<file path="config.mk">
export PLATFORM = sky130hd
export DESIGN_NAME = cmp_timer_pair
export DESIGN_NICKNAME = d
export VERILOG_FILES = /design/src/rtl/ctp_pkg.sv /design/src/rtl/ctp_regs.sv /design/src/rtl/ctp_tick.sv /design/src/rtl/ctp_counter.sv /design/src/rtl/ctp_outctl.sv /design/src/rtl/cmp_timer_pair.sv
export SDC_FILE = /design/constraint.sdc
export NUM_CORES = 1
export LEC_CHECK = 0
export ABC_CLOCK_PERIOD_IN_PS = 1700
export CORE_AREA = 3 3 80 82
export DETAILED_ROUTE_END_ITERATION = 16
export DIE_AREA = 0 0 83 85
export PLACE_DENSITY_LB_ADDON = 0.2
export SLEW_MARGIN = 20
export SYNTH_ARGS = -nofsm -noshare
export SYNTH_HDL_FRONTEND = slang
export SYNTH_SLANG_ARGS = --single-unit
</file>
<file path="constraint.sdc">
create_clock -name clk -period 1.7 [get_ports clk]
set_input_delay 0.17 -clock clk [delete_from_list [all_inputs] [get_ports clk]]
set_output_delay 0.17 -clock clk [all_outputs]
set_load 0.1 [all_outputs]
</file>
<file path="src/rtl/ctp_pkg.sv">
package ctp_pkg;

   typedef enum logic [1:0] {
      MODE_INTERVAL = 2'b00,
      MODE_RSVD_A   = 2'b01,
      MODE_PWM      = 2'b10,
      MODE_RSVD_B   = 2'b11
   } ctp_mode_e;

   // packed: oe_hi is bit 5, mode occupies bits 1:0
   typedef struct packed {
      logic      oe_hi;
      logic      oe_lo;
      logic      cascade;
      logic      both_edges;
      ctp_mode_e mode;
   } ctp_ctrl_t;

   localparam int unsigned CTRL_BITS = $bits(ctp_ctrl_t);
   localparam int unsigned ADDR_W    = 2;
   localparam int unsigned NUM_CH    = 2;

   localparam logic [ADDR_W-1:0] A_CMP_LO = 2'd0;
   localparam logic [ADDR_W-1:0] A_CMP_HI = 2'd1;
   localparam logic [ADDR_W-1:0] A_HWID   = 2'd2;
   localparam logic [ADDR_W-1:0] A_CTRL   = 2'd3;

endpackage

</file>
<file path="src/rtl/ctp_regs.sv">
module ctp_regs
   import ctp_pkg::*;
#(
   parameter int unsigned W = 8
) (
   input  logic              clk,
   input  logic              rst_n,
   input  logic              wr_en,
   input  logic [ADDR_W-1:0] wr_addr,
   input  logic [W-1:0]      wr_data,
   output logic [W-1:0]      cmp_lo,
   output logic [W-1:0]      cmp_hi,
   output logic [W-1:0]      hwid,
   output ctp_ctrl_t         ctrl
);

   if (W < CTRL_BITS) begin : g_bad_width
      $error("ctp_regs: W must hold the control field");
   end

   always_ff @(posedge clk or negedge rst_n) begin
      if (!rst_n) begin
         cmp_lo <= '0;
         cmp_hi <= '0;
         hwid   <= '0;
         ctrl   <= '0;
      end else if (wr_en) begin
         case (wr_addr)
            A_CMP_LO: cmp_lo <= wr_data;
            A_CMP_HI: cmp_hi <= wr_data;
            A_HWID:   hwid   <= wr_data;
            default:  ctrl   <= ctp_ctrl_t'(wr_data[CTRL_BITS-1:0]);
         endcase
      end
   end

endmodule

</file>
<file path="src/rtl/ctp_tick.sv">
module ctp_tick #(
   parameter bit BOTH_OK = 1'b1
) (
   input  logic clk,
   input  logic rst_n,
   input  logic cnt_in,
   input  logic both,
   output logic tick
);

   logic prev_q;

   always_ff @(posedge clk or negedge rst_n) begin
      if (!rst_n) prev_q <= 1'b0;
      else        prev_q <= cnt_in;
   end

   if (BOTH_OK) begin : g_dual_edge
      assign tick = both ? (cnt_in ^ prev_q) : (cnt_in & ~prev_q);
   end else begin : g_rise_only
      logic unused_both;
      assign unused_both = both;
      assign tick        = cnt_in & ~prev_q;
   end

endmodule

</file>
<file path="src/rtl/ctp_counter.sv">
module ctp_counter #(
   parameter int unsigned W = 8
) (
   input  logic         clk,
   input  logic         rst_n,
   input  logic         inc,
   input  logic         clr,
   input  logic [W-1:0] cmp,
   output logic [W-1:0] cnt,
   output logic         eq
);

   localparam logic [W-1:0] ONE = W'(1);

   if (W < 2) begin : g_bad_width
      $error("ctp_counter: W must be at least 2");
   end

   always_ff @(posedge clk or negedge rst_n) begin
      if (!rst_n)   cnt <= '0;
      else if (clr) cnt <= '0;
      else if (inc) cnt <= cnt + ONE;
   end

   assign eq = (cnt == cmp);

endmodule

</file>
<file path="src/rtl/ctp_outctl.sv">
module ctp_outctl #(
   parameter int unsigned W       = 8,
   parameter bit          BOTH_OK = 1'b1
) (
   input  logic         clk,
   input  logic         rst_n,
   input  logic         pwm_sel,
   input  logic         oe_lo,
   input  logic         oe_hi,
   input  logic         both_eff,
   input  logic [W-1:0] lo_cnt,
   input  logic [W-1:0] cmp_lo,
   input  logic [W-1:0] hwid,
   input  logic         ev_lo,
   input  logic         ev_hi,
   output logic         out_lo,
   output logic         out_hi,
   output logic         cfg_err
);

   localparam logic [W-1:0] V_ZERO = '0;
   localparam logic [W-1:0] V_ONE  = W'(1);
   localparam logic [W-1:0] V_TOP  = '1;

   logic tgl_lo_q, tgl_hi_q;
   logic bad_rise, bad_both;

   always_ff @(posedge clk or negedge rst_n) begin
      if (!rst_n) begin
         tgl_lo_q <= 1'b0;
         tgl_hi_q <= 1'b0;
      end else begin
         tgl_lo_q <= oe_lo & (tgl_lo_q ^ ev_lo);
         tgl_hi_q <= oe_hi & (tgl_hi_q ^ ev_hi);
      end
   end

   assign out_lo = oe_lo & (pwm_sel ? (lo_cnt < hwid) : tgl_lo_q);
   assign out_hi = oe_hi & tgl_hi_q;

   assign bad_rise = (cmp_lo == V_ZERO);

   if (BOTH_OK) begin : g_both_check
      assign bad_both = bad_rise | (cmp_lo == V_ONE) | (cmp_lo == V_TOP);
   end else begin : g_rise_check
      assign bad_both = bad_rise;
   end

   assign cfg_err = pwm_sel & (both_eff ? bad_both : bad_rise);

endmodule

</file>
<file path="src/rtl/cmp_timer_pair.sv">
module cmp_timer_pair
   import ctp_pkg::*;
#(
   parameter int unsigned W            = 8,
   parameter bit          BOTH_EDGE_EN = 1'b1
) (
   input  logic              clk,
   input  logic              rst_n,
   input  logic              wr_en,
   input  logic [ADDR_W-1:0] wr_addr,
   input  logic [W-1:0]      wr_data,
   input  logic              cnt_in,
   output logic              out_lo,
   output logic              out_hi,
   output logic              irq_lo,
   output logic              irq_hi,
   output logic              cfg_err
);

   if (W < CTRL_BITS) begin : g_bad_width
      $error("cmp_timer_pair: W too small for control field");
   end

   logic [W-1:0] cmp_lo, cmp_hi, hwid;
   ctp_ctrl_t    ctrl;
   logic         tick, casc, pwm_sel, both_eff;
   logic         ev_lo, ev_hi;
   logic [W-1:0] cmp_v [NUM_CH];
   logic [W-1:0] cnt_v [NUM_CH];
   logic         eq_v  [NUM_CH];
   logic         inc_v [NUM_CH];
   logic         clr_v [NUM_CH];

   ctp_regs #(.W(W)) u_regs (
      .clk(clk), .rst_n(rst_n), .wr_en(wr_en), .wr_addr(wr_addr),
      .wr_data(wr_data), .cmp_lo(cmp_lo), .cmp_hi(cmp_hi), .hwid(hwid),
      .ctrl(ctrl)
   );

   assign casc     = ctrl.cascade;
   assign both_eff = ctrl.both_edges & BOTH_EDGE_EN;
   assign pwm_sel  = (ctrl.mode == MODE_PWM) & ~casc;
   assign cmp_v[0] = cmp_lo;
   assign cmp_v[1] = cmp_hi;

   ctp_tick #(.BOTH_OK(BOTH_EDGE_EN)) u_tick (
      .clk(clk), .rst_n(rst_n), .cnt_in(cnt_in), .both(both_eff), .tick(tick)
   );

   for (genvar c = 0; c < NUM_CH; c++) begin : g_ch
      ctp_counter #(.W(W)) u_cnt (
         .clk(clk), .rst_n(rst_n), .inc(inc_v[c]), .clr(clr_v[c]),
         .cmp(cmp_v[c]), .cnt(cnt_v[c]), .eq(eq_v[c])
      );
   end

   always_comb begin
      inc_v[0] = tick;
      clr_v[0] = tick & eq_v[0];
      if (casc) begin
         inc_v[1] = tick & eq_v[0];
         clr_v[1] = tick & eq_v[0] & eq_v[1];
         ev_lo    = 1'b0;
      end else begin
         inc_v[1] = tick;
         clr_v[1] = tick & eq_v[1];
         ev_lo    = clr_v[0];
      end
      ev_hi = clr_v[1];
   end

   always_ff @(posedge clk or negedge rst_n) begin
      if (!rst_n) begin
         irq_lo <= 1'b0;
         irq_hi <= 1'b0;
      end else begin
         irq_lo <= ev_lo;
         irq_hi <= ev_hi;
      end
   end

   ctp_outctl #(.W(W), .BOTH_OK(BOTH_EDGE_EN)) u_out (
      .clk(clk), .rst_n(rst_n), .pwm_sel(pwm_sel), .oe_lo(ctrl.oe_lo),
      .oe_hi(ctrl.oe_hi), .both_eff(both_eff), .lo_cnt(cnt_v[0]),
      .cmp_lo(cmp_lo), .hwid(hwid), .ev_lo(ev_lo), .ev_hi(ev_hi),
      .out_lo(out_lo), .out_hi(out_hi), .cfg_err(cfg_err)
   );

   // a low interrupt pulse coincides with the counter sitting at zero
   p_lo_clear_r1: assert property (@(posedge clk) disable iff (!rst_n)
      irq_lo |-> (cnt_v[0] == '0));

   // no low interrupt follows a cycle spent in cascade
   p_no_lo_irq_casc_r3: assert property (@(posedge clk) disable iff (!rst_n)
      irq_lo |-> !$past(casc));

   // in cascade the high half moves only on a low wrap
   p_casc_carry_r4: assert property (@(posedge clk) disable iff (!rst_n)
      ($past(casc) && (cnt_v[1] != $past(cnt_v[1]))) |-> (cnt_v[0] == '0));

   // joint interrupt leaves both halves cleared
   p_joint_clear_r4: assert property (@(posedge clk) disable iff (!rst_n)
      (irq_hi && $past(casc)) |-> ((cnt_v[0] == '0) && (cnt_v[1] == '0)));

endmodule

</file>
### Word-level counts from Yosys, hierarchy flattened

Cells that the tools add are included.

* output and inout port bits: 5
* flip-flop bits (word level): 51
* logic and storage cells: 62
* input bits: 14

* reduce and logical (&&, ||, !) cells: 9
* bitwise logic cells: 18
* multiplexer cells: 10
* equal/unequal tests: 7
* add/sub/neg operators: 2
* order comparisons: 1

Operators with widths (count)
* 2-to-1 mux 8 bit: 4
* adder 8 x 1 -> 8 bit, second input constant: 2
* equality test 8 bit: 2
* AND 1 bit: 10
* equality test 8 x 1 -> 1 bit, second input constant: 1
* equality test 8 bit, second input constant: 1
* zero test 8 bit: 1
* less-than comparator 8 bit: 1
* AND reduction 2 bit: 4
* 2-to-1 mux 1 bit: 6
* equality test 2 bit, second input constant: 2
* nonzero test 2 bit: 2
* NOT 1 bit: 3
* OR reduction 3 bit: 1
* XOR 1 bit: 3
* equality test 2 x 1 -> 1 bit, second input constant: 1
* zero test 2 bit: 1
* bitwise OR 1 bit: 2

### Longest topological paths before layout

* depth in word-level cells: 8
* gate-level depth with buffers: 8
* gate-level depth less buffers: 7

### Hierarchy

Synthesis repeated with hierarchy kept, for this count alone.

* cell total of the unflattened synthesis: 215
* area, all modules: 2561.2 um^2

By module, submodules not included
* ctp_regs: cells an instance 64, area each 1134.8 um^2, seq. area each 750.7 um^2, instances 1
* ctp_counter: cells an instance 49, area each 476.7 um^2, seq. area each 200.2 um^2, instances 2
* ctp_outctl: cells an instance 40, area each 329.1 um^2, seq. area each 50.0 um^2, instances 1
* cmp_timer_pair: cells an instance 8, area each 88.8 um^2, seq. area each 50.0 um^2, instances 1
* ctp_tick: cells an instance 5, area each 55.1 um^2, seq. area each 25.0 um^2, instances 1

### Worst setup path before layout

No wires, ideal clock.

* kind: flip-flop to output port
* start point: register g_ch[0].u_cnt.cnt[6]
* end point: output port out_lo
* buffers on the path: 0
* cell stages (with the launch flop): 6
* slack: -2067 ps
* data required time: 1530 ps
* arrival: 3597 ps
* path through: dfrtp_1 -> ha_1 -> a21oi_1 -> o21ai_0 -> or4b_2 -> o21ai_0

* longest elaborated chain between the ends: 3

RTL lines
* start, declared: line ctp_counter.sv:9 `output logic [W-1:0] cnt,`
* start signal, assigned: line ctp_counter.sv:22 `else if (inc) cnt <= cnt + ONE;`
* less-than comparator 8 bit: line ctp_outctl.sv:38 `assign out_lo = oe_lo & (pwm_sel ? (lo_cnt < hwid) : tgl_lo_q);`
* 2-to-1 mux 1 bit: line ctp_outctl.sv:38
* AND 1 bit: line ctp_outctl.sv:38
* end, declared: line cmp_timer_pair.sv:13 `output logic out_lo,`

Every way passes these cells.

### Worst setup path after layout

Same ends and word-level chain as after synthesis.

==> results.sh <==
export IMPL_overflow=0
export IMPL_critPathMaxFanout=5
export IMPL_reg2reg_depth=7
export IMPL_worst_pin_slew_ps=381
export IMPL_yosysMostFrequentCell="dfrtp_1"
export IMPL_setup_viol=10
export IMPL_final_cells=377
export IMPL_violations="setup timing"
export IMPL_placed_area_um2=3320
export IMPL_power_density_nw_per_um2=1170
export IMPL_rrSetupSlack_ps=-120
export IMPL_syn2layout_area_growth_pct=42.9
export IMPL_cts_buffer_depth=2
export IMPL_async_flop_share_pct=100
export IMPL_maxCapViolCount=0
export IMPL_end_kind="output port"
export IMPL_final_layout_size_suffix_gt1_share_pct=46.0
export IMPL_ir_drop_mv=0.653
export IMPL_stdcell_area_um2=3700
export IMPL_relSlewSlack_pct=74.5
export IMPL_postSynthCellCount=227
export IMPL_total_power_mw=4.32
export IMPL_hold_path_class="primary input to async pin"
export IMPL_cts_inserted_buffers=5
export IMPL_start_util_pct=44.5
export IMPL_numPortBuffers=18
export IMPL_final_nets=325
export IMPL_yosysTopAreaCell="dfrtp_1"
export IMPL_fin_crit_sh_pct=130
export IMPL_r2r_end="u_out.tgl_hi_q"
export IMPL_cts_tree="yes"
export IMPL_vias=2028
export IMPL_synth_nets=251
export IMPL_ant_nets=0
export IMPL_start_kind="flip-flop"
export IMPL_routedWlPerCell_um=16.5
export IMPL_arrival_ps=2040
export IMPL_grt_pass1_vias=2020
export IMPL_rows=28
export IMPL_syn_avg_cell_area_um2=11.4
export IMPL_dp_hpwl_um=4490
export IMPL_clock_skew_ps=6.07
export IMPL_slowest_delay_ps=490
export IMPL_drtPass1Iterations=4
export IMPL_die_area_um2=7060
export IMPL_drc=0
export IMPL_ys_ff_latch=51
export IMPL_synthFlopType="dfrtp_1"
export IMPL_max_freq_mhz=453
export IMPL_core_area_um2=5820
export IMPL_synth_distinct_cells=36
export IMPL_synth_top_area_share_pct=49.3
export IMPL_synth_top_cells_by_count="51 x dfrtp_1, 33 x mux2_2, 18 x xor2_1"
export IMPL_grt_max_degree=40
export IMPL_die_x_um=83
export IMPL_seq_area_frac_synth_pct=49.3
export IMPL_grt_pass1_wl_um=10400
export IMPL_rsz0062_at_grt="true"
export IMPL_tns_ps=-1010
export IMPL_gp_congestion=0.885
export IMPL_fillers=501
export IMPL_htreeDepth=2
export IMPL_synth_edf_count=0
export IMPL_finalWorstSetupSlack_ps=-508
export IMPL_cp_slowest_cell="or4b_4"
export IMPL_diodes=0
export IMPL_vias_per_cell=5.38
export IMPL_regToRegStartpoint="g_ch[0].u_cnt.cnt[7]"
export IMPL_clkTransAtPathRegs_ps=90
export IMPL_final_min_clock_period_ps=2210
export IMPL_leakage_nw=1.65
export IMPL_synth_cell_area_um2=2590
export IMPL_clkLatencyLatePin_ps=300
export IMPL_hold_viol=0
export IMPL_synthTopCellsByArea="dfrtp_1 49%, mux2_2 14%, xor2_1 6.1%, ha_1 4.8%, a21oi_1 1.7%"
export IMPL_critical_path_class="flip-flop to output port"
export IMPL_yosys_warnings=0
export IMPL_dp_cells=363
export IMPL_drt_total_wl_um=6210
export IMPL_critPathRequiredTime_ps=1530
export IMPL_dpl_worst_slack_ps=-322
export IMPL_root_buffer="clkbuf_8"
export IMPL_grt_total_usage_pct=18.6
export IMPL_status="finished, violations left"
export IMPL_die_h_um=85
export IMPL_io_pins=19
export IMPL_crit_path_cell_trace="ha_4, a21oi_4, o21ai_2, or4b_4, o21ai_4, buf_12"
export IMPL_cts_sinks=51
export IMPL_antenna_found_initial=0
export IMPL_first_iter_violations=95
export IMPL_slew_viol_final=0
## per-layer routing
layer,up-vias,wire (um),GRT usage [%]
met3,4,197,3.59
met2,37,2850,28.4
met1,1018,3110,27.0
met5,-,0,0
met4,0,60,5.35
li1,969,-,-
## worst max-delay path, delay by kind of cell (launching register included)
kind / cells / cell delay (ps)
AND/OR/NAND/NOR: 1 / 490
flip-flops: 1 / 460
AO/OA/AOI/OAI: 3 / 350
adder cells (fa/ha/maj): 1 / 250
buffers and inverters: 1 / 190
## flip-flops by register name (all words and copies together), names as in the netlist
name	flops
irq_hi	1
g_ch.u_cnt.cnt	16
u_regs.ctrl	6
u_out.tgl_lo_q	1
u_regs.cmp_hi	8
u_regs.cmp_lo	8
irq_lo	1
u_tick.prev_q	1
u_regs.hwid	8
u_out.tgl_hi_q	1
## timing repair
action                                  CTS  global route
hold buffers                              1             0
endpoints found under the hold margin    12             0
buffers inserted                          5             3
resized for setup                        28            23
pin swaps                                14            10
endpoints found under the setup margin   15            21
## area by class of cell
cell class	instances	area, um2	share of cell area, %
timing repair buffer	70	639	17.3
multi-input combinational	161	1520	41.1
inverter	12	45.0	1.22
sequential	51	1280	34.6
clock buffer	6	82.6	2.23
clock inverter	2	38.8	1.05
tap	75	93.8	2.54
## power breakdown
part | internal [mW] | total (mW) | switching (mW) | leakage [nW]
sequential | 1.47 | 1.69 | 0.218 | 0.626
clock | 0.485 | 0.900 | 0.415 | 0.0618
combinational | 0.891 | 1.72 | 0.832 | 0.965
total | 2.85 | 4.32 | 1.47 | 1.65
## worst max-delay path by stage
stage                                     from                   end  cells past startpoint
after global placement                  cnt_in  g_ch[0].u_cnt.cnt[7]                      6
final                     g_ch[0].u_cnt.cnt[6]                out_lo                      6
after detailed placement                cnt_in  g_ch[0].u_cnt.cnt[7]                      6
after global routing            u_regs.hwid[6]                out_lo                      7
after CTS                       u_regs.hwid[6]                out_lo                      7
after floorplan           g_ch[0].u_cnt.cnt[5]                out_lo                      5
## through the flow
| step | hold WS, ps | utilization (%) |
|---|---|---|
| finish | 285 | 63.6 |
| global route | 317 | 63.6 |
| CTS | 289 | 61.6 |
| detailed placement | 93.4 | 57.0 |
| global placement | 91.4 | 57.0 |
| floorplan | -126 | - |
## kinds of logic (layout without fill, tap and decap cells)
kind of cell	after synthesis	count (layout)	share of synthesized area, %
and+or+nand+nor	65	65	14.2
adders and majority gates	10	10	4.84
muxes	34	34	14.7
xor gates and xnor gates	20	20	6.77
AOI/OAI and AO/OA	32	32	7.93
buffers and inverters	15	90	2.22
DFF	51	51	49.3
## cells in the final DEF (no fill, tap or decap), types with 4 or more instances in the layout
| cell type | instances |
|---|---|
| buf_6 | 9 |
| clkdlybuf4s50_1 | 12 |
| a21oi_1 | 4 |
| nand3_1 | 9 |
| nor4_2 | 4 |
| dfrtp_1 | 50 |
| nor2_1 | 9 |
| xor2_1 | 18 |
| ha_1 | 7 |
| a21oi_2 | 4 |
| mux2_2 | 30 |
| buf_12 | 4 |
| nand2_1 | 10 |
| buf_4 | 43 |
| clkbuf_8 | 6 |
| nand4_1 | 5 |
| inv_1 | 11 |
(Power assumes the default switching activity.)
